--- config.mk ---
export PLATFORM = sky130hd
export DESIGN_NAME = fpcsr_unit
export DESIGN_NICKNAME = d
export VERILOG_FILES = /design/src/rtl/fpcsr_pkg.sv /design/src/rtl/fpcsr_gate.sv /design/src/rtl/fpcsr_view.sv /design/src/rtl/fpcsr_regs.sv /design/src/rtl/fpcsr_unit.sv
export SDC_FILE = /design/constraint.sdc
export NUM_CORES = 1
export LEC_CHECK = 0
export ABC_CLOCK_PERIOD_IN_PS = 1500
export BUFFER_PORTS_ARGS = -buffer_cell sky130_fd_sc_hd__buf_2
export CAP_MARGIN = 40
export CELL_PAD_IN_SITES_DETAIL_PLACEMENT = 0
export CELL_PAD_IN_SITES_GLOBAL_PLACEMENT = 1
export CORE_ASPECT_RATIO = 0.6
export CORE_UTILIZATION = 18
export DETAILED_ROUTE_END_ITERATION = 16
export GPL_ROUTABILITY_DRIVEN = 0
export PLACE_DENSITY_LB_ADDON = 0.1
export RECOVER_POWER = 100
export SKIP_LAST_GASP = 1
export SLEW_MARGIN = 30
export SYNTH_ARGS = -nofsm -noshare
export SYNTH_HDL_FRONTEND = slang
export SYNTH_SLANG_ARGS = --single-unit
--- constraint.sdc ---
create_clock -name clk -period 1.5 [get_ports clk]
set_clock_uncertainty 0.05 [all_clocks]
set_input_delay 0.3 -clock clk [delete_from_list [all_inputs] [get_ports clk]]
set_output_delay 0.3 -clock clk [all_outputs]
set_load 0.01 [all_outputs]
--- src/rtl/fpcsr_pkg.sv ---
package fpcsr_pkg;
    localparam int FLG_W  = 5;
    localparam int RM_W   = 3;
    localparam int PACK_W = FLG_W + RM_W;

    localparam logic [1:0] FS_OFF   = 2'b00;
    localparam logic [1:0] FS_DIRTY = 2'b11;

    typedef enum logic [1:0] {
        VIEW_FLG = 2'd0,
        VIEW_RM  = 2'd1,
        VIEW_ALL = 2'd2,
        VIEW_BAD = 2'd3
    } view_e;

    // packed layout is behaviour: mode above flags
    typedef struct packed {
        logic [RM_W-1:0]  rm;
        logic [FLG_W-1:0] flg;
    } fpstate_t;

    typedef struct packed {
        logic     flg_we;
        logic     rm_we;
        fpstate_t val;
    } fpwr_t;

    function automatic logic view_has_flg(view_e v);
        return (v == VIEW_FLG) || (v == VIEW_ALL);
    endfunction

    function automatic logic view_has_rm(view_e v);
        return (v == VIEW_RM) || (v == VIEW_ALL);
    endfunction

    function automatic logic [PACK_W-1:0] pack_view(view_e v, fpstate_t s);
        logic [PACK_W-1:0] r;
        case (v)
            VIEW_FLG: r = {{RM_W{1'b0}}, s.flg};
            VIEW_RM:  r = {{FLG_W{1'b0}}, s.rm};
            VIEW_ALL: r = s;
            default:  r = '0;
        endcase
        return r;
    endfunction
endpackage

--- src/rtl/fpcsr_gate.sv ---
module fpcsr_gate
    import fpcsr_pkg::*;
#(
    parameter int XLEN = 32
) (
    input  logic            req,
    input  view_e           sel,
    input  logic            dbg,
    input  logic [1:0]      fs_in,
    input  logic [XLEN-1:0] wmask,
    output logic            refused,
    output logic            granted,
    output logic            wr_go,
    output logic            fs_upd_en,
    output logic [1:0]      fs_upd_val
);
    logic fp_off;
    logic sel_bad;

    always_comb begin
        fp_off     = (fs_in == FS_OFF) && !dbg;
        sel_bad    = (sel == VIEW_BAD);
        refused    = req && (fp_off || sel_bad);
        granted    = req && !refused;
        wr_go      = granted && (wmask != '0);
        fs_upd_en  = wr_go;
        fs_upd_val = wr_go ? FS_DIRTY : fs_in;
    end
endmodule

--- src/rtl/fpcsr_view.sv ---
module fpcsr_view
    import fpcsr_pkg::*;
#(
    parameter int XLEN = 32
) (
    input  view_e           sel,
    input  fpstate_t        cur,
    input  logic [XLEN-1:0] wdata,
    input  logic [XLEN-1:0] wmask,
    input  logic            wr_go,
    output logic [XLEN-1:0] rdata,
    output fpwr_t           wr
);
    localparam int HI_W = XLEN - PACK_W;

    logic [XLEN-1:0] merged;

    always_comb begin
        rdata  = {{HI_W{1'b0}}, pack_view(sel, cur)};
        merged = (rdata & ~wmask) | (wdata & wmask);
        wr.val = cur;
        case (sel)
            VIEW_FLG: wr.val.flg = merged[FLG_W-1:0];
            VIEW_RM:  wr.val.rm  = merged[RM_W-1:0];
            VIEW_ALL: wr.val     = merged[PACK_W-1:0];
            default:  wr.val     = cur;
        endcase
        wr.flg_we = wr_go && view_has_flg(sel);
        wr.rm_we  = wr_go && view_has_rm(sel);
    end
endmodule

--- src/rtl/fpcsr_regs.sv ---
module fpcsr_regs
    import fpcsr_pkg::*;
(
    input  logic             clk,
    input  logic             rst,
    input  fpwr_t            wr,
    input  logic             acc_valid,
    input  logic [FLG_W-1:0] acc_flags,
    output fpstate_t         cur
);
    always_ff @(posedge clk) begin
        if (rst) begin
            cur <= '0;
        end else begin
            if (wr.flg_we)
                cur.flg <= wr.val.flg;
            else if (acc_valid)
                cur.flg <= cur.flg | acc_flags;
            if (wr.rm_we)
                cur.rm <= wr.val.rm;
        end
    end
endmodule

--- src/rtl/fpcsr_unit.sv ---
module fpcsr_unit
    import fpcsr_pkg::*;
#(
    parameter int XLEN = 32
) (
    input  logic            clk,
    input  logic            rst,
    input  logic            csr_req,
    input  logic [1:0]      csr_sel,
    input  logic            csr_dbg,
    input  logic [XLEN-1:0] csr_wdata,
    input  logic [XLEN-1:0] csr_wmask,
    output logic [XLEN-1:0] csr_rdata,
    output logic            csr_err,
    input  logic [1:0]      fs_in,
    output logic            fs_upd_en,
    output logic [1:0]      fs_upd_val,
    input  logic            acc_valid,
    input  logic [4:0]      acc_flags,
    output logic [2:0]      rm_o,
    output logic [4:0]      flags_o
);
    view_e           sel;
    logic            refused;
    logic            granted;
    logic            wr_go;
    logic [XLEN-1:0] view_rdata;
    fpwr_t           wr;
    fpstate_t        cur;

    assign sel = view_e'(csr_sel);

    fpcsr_gate #(.XLEN(XLEN)) u_gate (
        .req        (csr_req),
        .sel        (sel),
        .dbg        (csr_dbg),
        .fs_in      (fs_in),
        .wmask      (csr_wmask),
        .refused    (refused),
        .granted    (granted),
        .wr_go      (wr_go),
        .fs_upd_en  (fs_upd_en),
        .fs_upd_val (fs_upd_val)
    );

    fpcsr_view #(.XLEN(XLEN)) u_view (
        .sel   (sel),
        .cur   (cur),
        .wdata (csr_wdata),
        .wmask (csr_wmask),
        .wr_go (wr_go),
        .rdata (view_rdata),
        .wr    (wr)
    );

    fpcsr_regs u_regs (
        .clk       (clk),
        .rst       (rst),
        .wr        (wr),
        .acc_valid (acc_valid),
        .acc_flags (acc_flags),
        .cur       (cur)
    );

    assign csr_rdata = granted ? view_rdata : '0;
    assign csr_err   = refused;
    assign rm_o      = cur.rm;
    assign flags_o   = cur.flg;
endmodule

Word-level counts from Yosys, hierarchy flattened:

Index checks and enable logic that the tools add are counted.

* register bits: 8
* input bits: 78
* output and inout bits: 44
* word-level logic and storage cells: 37

* equality and inequality tests: 4
* mux-type cells: 7
* bitwise logic cells: 5
* reductions and logical operators: 19

Operator list (count)
* 32-bit nonzero test: 1
* 8-bit case mux with 3 select lines: 1
* 8-bit bitwise AND: 2
* 5-bit 2-to-1 mux: 3
* 8-bit 2-to-1 mux: 1
* 8-bit NOT: 1
* 8-bit bitwise OR: 1
* 1-bit logical AND: 6
* 3-bit case mux with 2 select lines: 1
* 5-bit bitwise OR: 1
* 2-bit == test (second input constant): 2
* 2-bit zero test: 2
* 2-bit AND reduction: 2
* 2-bit nonzero test: 2
* 1-bit logical OR: 3
* 2-bit by 1-bit == test with 1-bit output (second input constant): 1
* 1-bit zero test: 2
* 2-bit 2-to-1 mux: 1
* 2-bit inequality test (second input constant): 1
* 2-bit OR reduction: 1

Logic depth before layout (Yosys ltp):

* depth in word-level cells: 10
* gate-level depth with buffers: 7
* mapped depth without buffers: 6

Hierarchy:

Synthesis repeated with hierarchy kept, for this count alone.

* cells, all modules: 170
* area, all modules: 1320.0 sq um

Modules (own cells, without submodules)
* fpcsr_view: instances 1, cells each 85, area each 608.1 sq um, sequential area each 0.0 sq um
* fpcsr_regs: instances 1, cells each 31, area each 320.3 sq um, sequential area each 160.2 sq um
* fpcsr_unit: instances 1, cells each 35, area each 255.2 sq um, sequential area each 0.0 sq um
* fpcsr_gate: instances 1, cells each 19, area each 136.4 sq um, sequential area each 0.0 sq um

Worst setup path after synthesis:

No wires, ideal clock.

* path kind: input to register
* start point: input csr_sel[0]
* end point: register u_regs.cur[0] (netlist name)
* arrival: 1.404 ns
* data required time: 1.329 ns
* slack: -0.075 ns
* stages: 6
* cells stage by stage: inv_1 ha_1 buf_2 nor2_1 a211oi_4 mux2_2

* cells in the longest elaborated chain, start to end: 9
* elaborated cells between the ends (all ways): 20

Ends and longest elaborated chain
* start, declared: line fpcsr_unit.sv:9 `input logic [1:0] csr_sel,`
* 2-bit == test: line fpcsr_gate.sv:22 `sel_bad = (sel == VIEW_BAD);`
* 1-bit logical OR: line fpcsr_gate.sv:23 `refused = req && (fp_off || sel_bad);`
* 1-bit logical AND: line fpcsr_gate.sv:23
* 1-bit zero test: line fpcsr_gate.sv:24 `granted = req && !refused;`
* 1-bit logical AND: line fpcsr_gate.sv:24
* 1-bit logical AND: line fpcsr_gate.sv:25 `wr_go = granted && (wmask != '0);`
* 1-bit logical AND: line fpcsr_view.sv:28 `wr.flg_we = wr_go && view_has_flg(sel);`
* 2-bit inequality test (no source line) / 2-bit nonzero test (equally long branches)
* 2-bit AND reduction (no source line)

Several ways; a longest one is shown, not always the timed one. The select of a mux whose other input is x is not followed.
A chain may end at the register's enable or synchronous reset.

Worst setup path after layout:

* start point: input csr_wmask[1]
* end point: output fs_upd_val[1]

* cells in the longest elaborated chain, start to end: 3

Ends and longest elaborated chain
* start, declared: line fpcsr_unit.sv:12 `input logic [XLEN-1:0] csr_wmask,`
* 32-bit nonzero test: line fpcsr_gate.sv:25
* 1-bit logical AND: line fpcsr_gate.sv:25
* 2-bit 2-to-1 mux: line fpcsr_gate.sv:27 `fs_upd_val = wr_go ? FS_DIRTY : fs_in;`
* end, declared: line fpcsr_unit.sv:17 `output logic [1:0] fs_upd_val,`

No other way between the ends.

==> results.txt <==
The flow ran to the end, but the final reports show violations. The final reports fail on setup timing. Clock sink total: 8. The min-delay analysis places its worst path in the category input port to register. The horizontal die dimension was 100.1 um; the netlist area before placement was 1038 um^2. Ratio of routed vias to standard cells: 4.297.

Clock-pin slew was measured on the worst setup and hold paths at 50 ps. The netlist uses 31 different library cells. For this run, the post-layout net count is 321. Entering global routing, the biggest net connects 15 pins. For this design the ratio of total power to cell area is 480.7 nW/um^2.

The buffer depth of the longest clock path was 2. For this run the aggregate overflow at the end of global routing stands at 0. The count of buffers added on input and output ports is 73.

Setup total negative slack on the finished layout was measured at -1197 ps. Measured along the y axis, the die boundary spans 60.84 um. The number of global-route vias before repair is 1306, and the final worst slack is -159.7 ps. The standard cell with the maximum stage delay on the critical path was sky130_fd_sc_hd__nor4_4. Of the cells placed in the final design, the portion with a size suffix greater than 1 is 61.86%.

The worst path needs 1660 ps of the cycle, external delays included. Prior to clock tree synthesis, the placed netlist has a worst setup slack of -394.3 ps. met2 is the most crowded layer. The register containing the most flip-flops in the final layout is u_regs.cur. The peak clock frequency supported by timing was 0.6025 GHz; the number of buffers added to fix hold violations after cts was 0. The tools report the number of antenna diodes as 0. The tools report the final core utilization as 38.63%.

The growth of design area from synthesis to finish was 97.35%. Dividing the detail-routed wire length by the instance count gives 13.29 um. The run gives 5305 um^2 as the placeable core region. For the count of boundary I/O pins, the log shows 122. For the cell count after synthesis, the log shows 139. TritonCTS built the clock tree. The final hold violation count came out at 0. IR analysis of the VDD net gives a maximum drop of 0.2738 mV. The share of the Yosys chip area taken by registers is 15.42%.

The initial antenna violation count was 0. The logs give 1150 ps for the required time of the critical path and 14.12% for the total global routing track utilization. Startpoint type of the worst setup path: an input port.

The critical-path maximum fanout was 3. The post-route antenna net violation count is 0, and the leakage power total is 0.0008871 uW. Setup repair after global routing could not meet its margin everywhere.

Global routing used 18.81% of the available met1 tracks. The root buffer selected by CTS is sky130_fd_sc_hd__clkbuf_8. At the worst endpoint, the arrival time is 1310 ps. The total of max-cap violations is 0, and the global-route wire length before repair is 6437 um.

The H-tree depth came out at 1. After legalization and detailed placement, the total HPWL measured 3260 um. The tools report the met2 usage as 23.35%. Counting flops and latches in the post-synthesis netlist gives 8. In the routed design, unresolved DRC markers number 0.

The area of the die came out at 6087 um^2. The largest registers in the layout are u_regs.cur (8). Clock tree synthesis inserted a total of 3 buffers. Clock latency reported for the late side of the worst-skew pair: 230 ps. The fraction of the cycle the final worst path needs was 110.6%.

The worst setup path is captured at an output pin. In this design, the stage delay of the slowest critical-path cell is 270 ps. The tools report the initial core utilization as 19.58%.

The register with the most flip-flops in the layout has 8 of them. The transition time of the tightest slew-check pin came out at 502.9 ps. Violation count after the first detailed-routing iteration: 41. Counting the fill cells in the layout gives 565. Measured against its own limit, the worst slew margin works out to 65.61%. The first TritonRoute pass finished after 4 iterations. The routed layout has 1345 vias. In this run the mean area of a mapped cell was 7.471 um^2. The floorplan has 20 rows. Setup violations remaining at the end of the flow were counted as 11. For this run, the number of Yosys warnings is 0. The final wirelength is 4159 um.

Final max-slew violation count: 0. The start-to-end type of the worst setup path was input port to output pin. The signal on the critical path passes through buf_8 > nor4_4 > and4_4 > a21o_1 > nand2b_1 > buf_2. The met3 capacity usage during global routing came out at 3.917%.
[critical path: cells and delay by family]
family	cells	cell delay, ps
AOI/OAI and AO/OA	1	170
buffers and inverters	2	240
and+or+nand+nor	3	600
[kinds of logic after synthesis]
logic type	Yosys count	synth area share, %
and+or+nand+nor	39	20.36
DFF	8	15.42
muxes	5	5.421
AOI/OAI and AO/OA	41	27.95
adders and majority gates	5	6.024
other	1	0.3611
buffers and inverters	40	24.46
[repair_timing]
action                                  4_1_cts  5_1_grt
buffers inserted                              6        2
endpoints found under the setup margin       19       20
resized for setup                            66       35
pin swaps                                    19       13
[layer usage]
metal / share of wire (%) / routed length, um / vias up
met5: 0 / 0 / -
met4: 1.1 / 44 / 0
met3: 6.4 / 267 / 6
met2: 44 / 1849 / 59
met1: 48 / 1998 / 620
li1: - / - / 660
[power by group]
part / internal (uW) / switching (uW) / leakage [uW]
Clock: 176 / 106 / 0.0000216
Sequential: 228 / 15.2 / 0.0000657
Combinational: 232 / 228 / 0.000800
[cell type report]
| class | instances | area, um^2 | share of cell area, % |
|---|---|---|---|
| clock buffer | 3 | 41.29 | 2.015 |
| inverter | 10 | 56.30 | 2.747 |
| multi-input combinational | 114 | 993.5 | 48.47 |
| sequential | 8 | 160.2 | 7.814 |
| tap | 77 | 96.34 | 4.701 |
| timing repair buffer | 101 | 701.9 | 34.25 |
[Yosys cell counts]
master                      number  area share, %
sky130_fd_sc_hd__buf_2           2           0.96
sky130_fd_sc_hd__nor3b_1         2            1.4
sky130_fd_sc_hd__buf_6           1            1.1
sky130_fd_sc_hd__nor3_1          3            1.4
sky130_fd_sc_hd__clkbuf_1        1           0.36
sky130_fd_sc_hd__nand3_1         1           0.48
sky130_fd_sc_hd__inv_1          10            3.6
sky130_fd_sc_hd__a211o_2         1           0.96
sky130_fd_sc_hd__a31o_2          3            2.5
sky130_fd_sc_hd__a211o_1         3            2.5
sky130_fd_sc_hd__nand2_1         6            2.2
sky130_fd_sc_hd__a21oi_1        10            4.8
sky130_fd_sc_hd__o32ai_1         3            2.5
sky130_fd_sc_hd__dfxtp_1         8             15
sky130_fd_sc_hd__buf_1           1           0.36
sky130_fd_sc_hd__nor4_1          8            4.8
sky130_fd_sc_hd__ha_1            5            6.0
sky130_fd_sc_hd__mux2_2          5            5.4
sky130_fd_sc_hd__and4_1          2            1.7
sky130_fd_sc_hd__a21boi_0        1           0.72
sky130_fd_sc_hd__a2111oi_0       3            2.5
sky130_fd_sc_hd__conb_1          1           0.36
sky130_fd_sc_hd__and3_1          6            3.6
sky130_fd_sc_hd__a211oi_4        1            1.9
sky130_fd_sc_hd__or3_1           1           0.60
sky130_fd_sc_hd__a211oi_1        6            4.3
sky130_fd_sc_hd__buf_4          25             18
sky130_fd_sc_hd__nor2_1          8            2.9
sky130_fd_sc_hd__a21o_1          1           0.72
sky130_fd_sc_hd__o21ai_0         9            4.3
sky130_fd_sc_hd__nand2b_1        2            1.2
[stage by stage]
| stage | hold WS (ps) | area, um^2 | total power (uW) | std cells |
|---|---|---|---|---|
| after CTS | 379.8 | 1917 | 949.6 | 311 |
| after global placement | 464.5 | 1525 | 564.1 | 302 |
| after detailed placement | 470.8 | 1525 | 568.3 | 302 |
| after floorplan | 482.0 | 1132 | 442.4 | 162 |
| final | 378.9 | 2049 | 985.1 | 313 |
| after global routing | 405.6 | 2049 | 1049 | 313 |
[final timing paths]
| path | cells past startpoint | end | slack, ps | from |
|---|---|---|---|---|
| max reg2reg | 4 | u_regs.cur[7] | 140 | u_regs.cur[7] |
| max | 6 | fs_upd_val[1] | -160 | csr_wmask[1] |
| min reg2reg | 2 | u_regs.cur[7] | 480 | u_regs.cur[7] |
| min | 4 | u_regs.cur[1] | 380 | acc_flags[1] |
[layout by cell type (no fill, tap or decap), types with 5 or more instances in the layout]
master,instances
sky130_fd_sc_hd__a21oi_1,10
sky130_fd_sc_hd__mux2_2,5
sky130_fd_sc_hd__nor2_1,7
sky130_fd_sc_hd__clkbuf_1,8
sky130_fd_sc_hd__dfxtp_1,8
sky130_fd_sc_hd__nand2_1,5
sky130_fd_sc_hd__inv_1,6
sky130_fd_sc_hd__buf_6,19
sky130_fd_sc_hd__buf_4,21
sky130_fd_sc_hd__conb_1,24
sky130_fd_sc_hd__ha_4,5
sky130_fd_sc_hd__buf_2,49
sky130_fd_sc_hd__o21ai_2,6
Power figures use the tool's default switching activity.
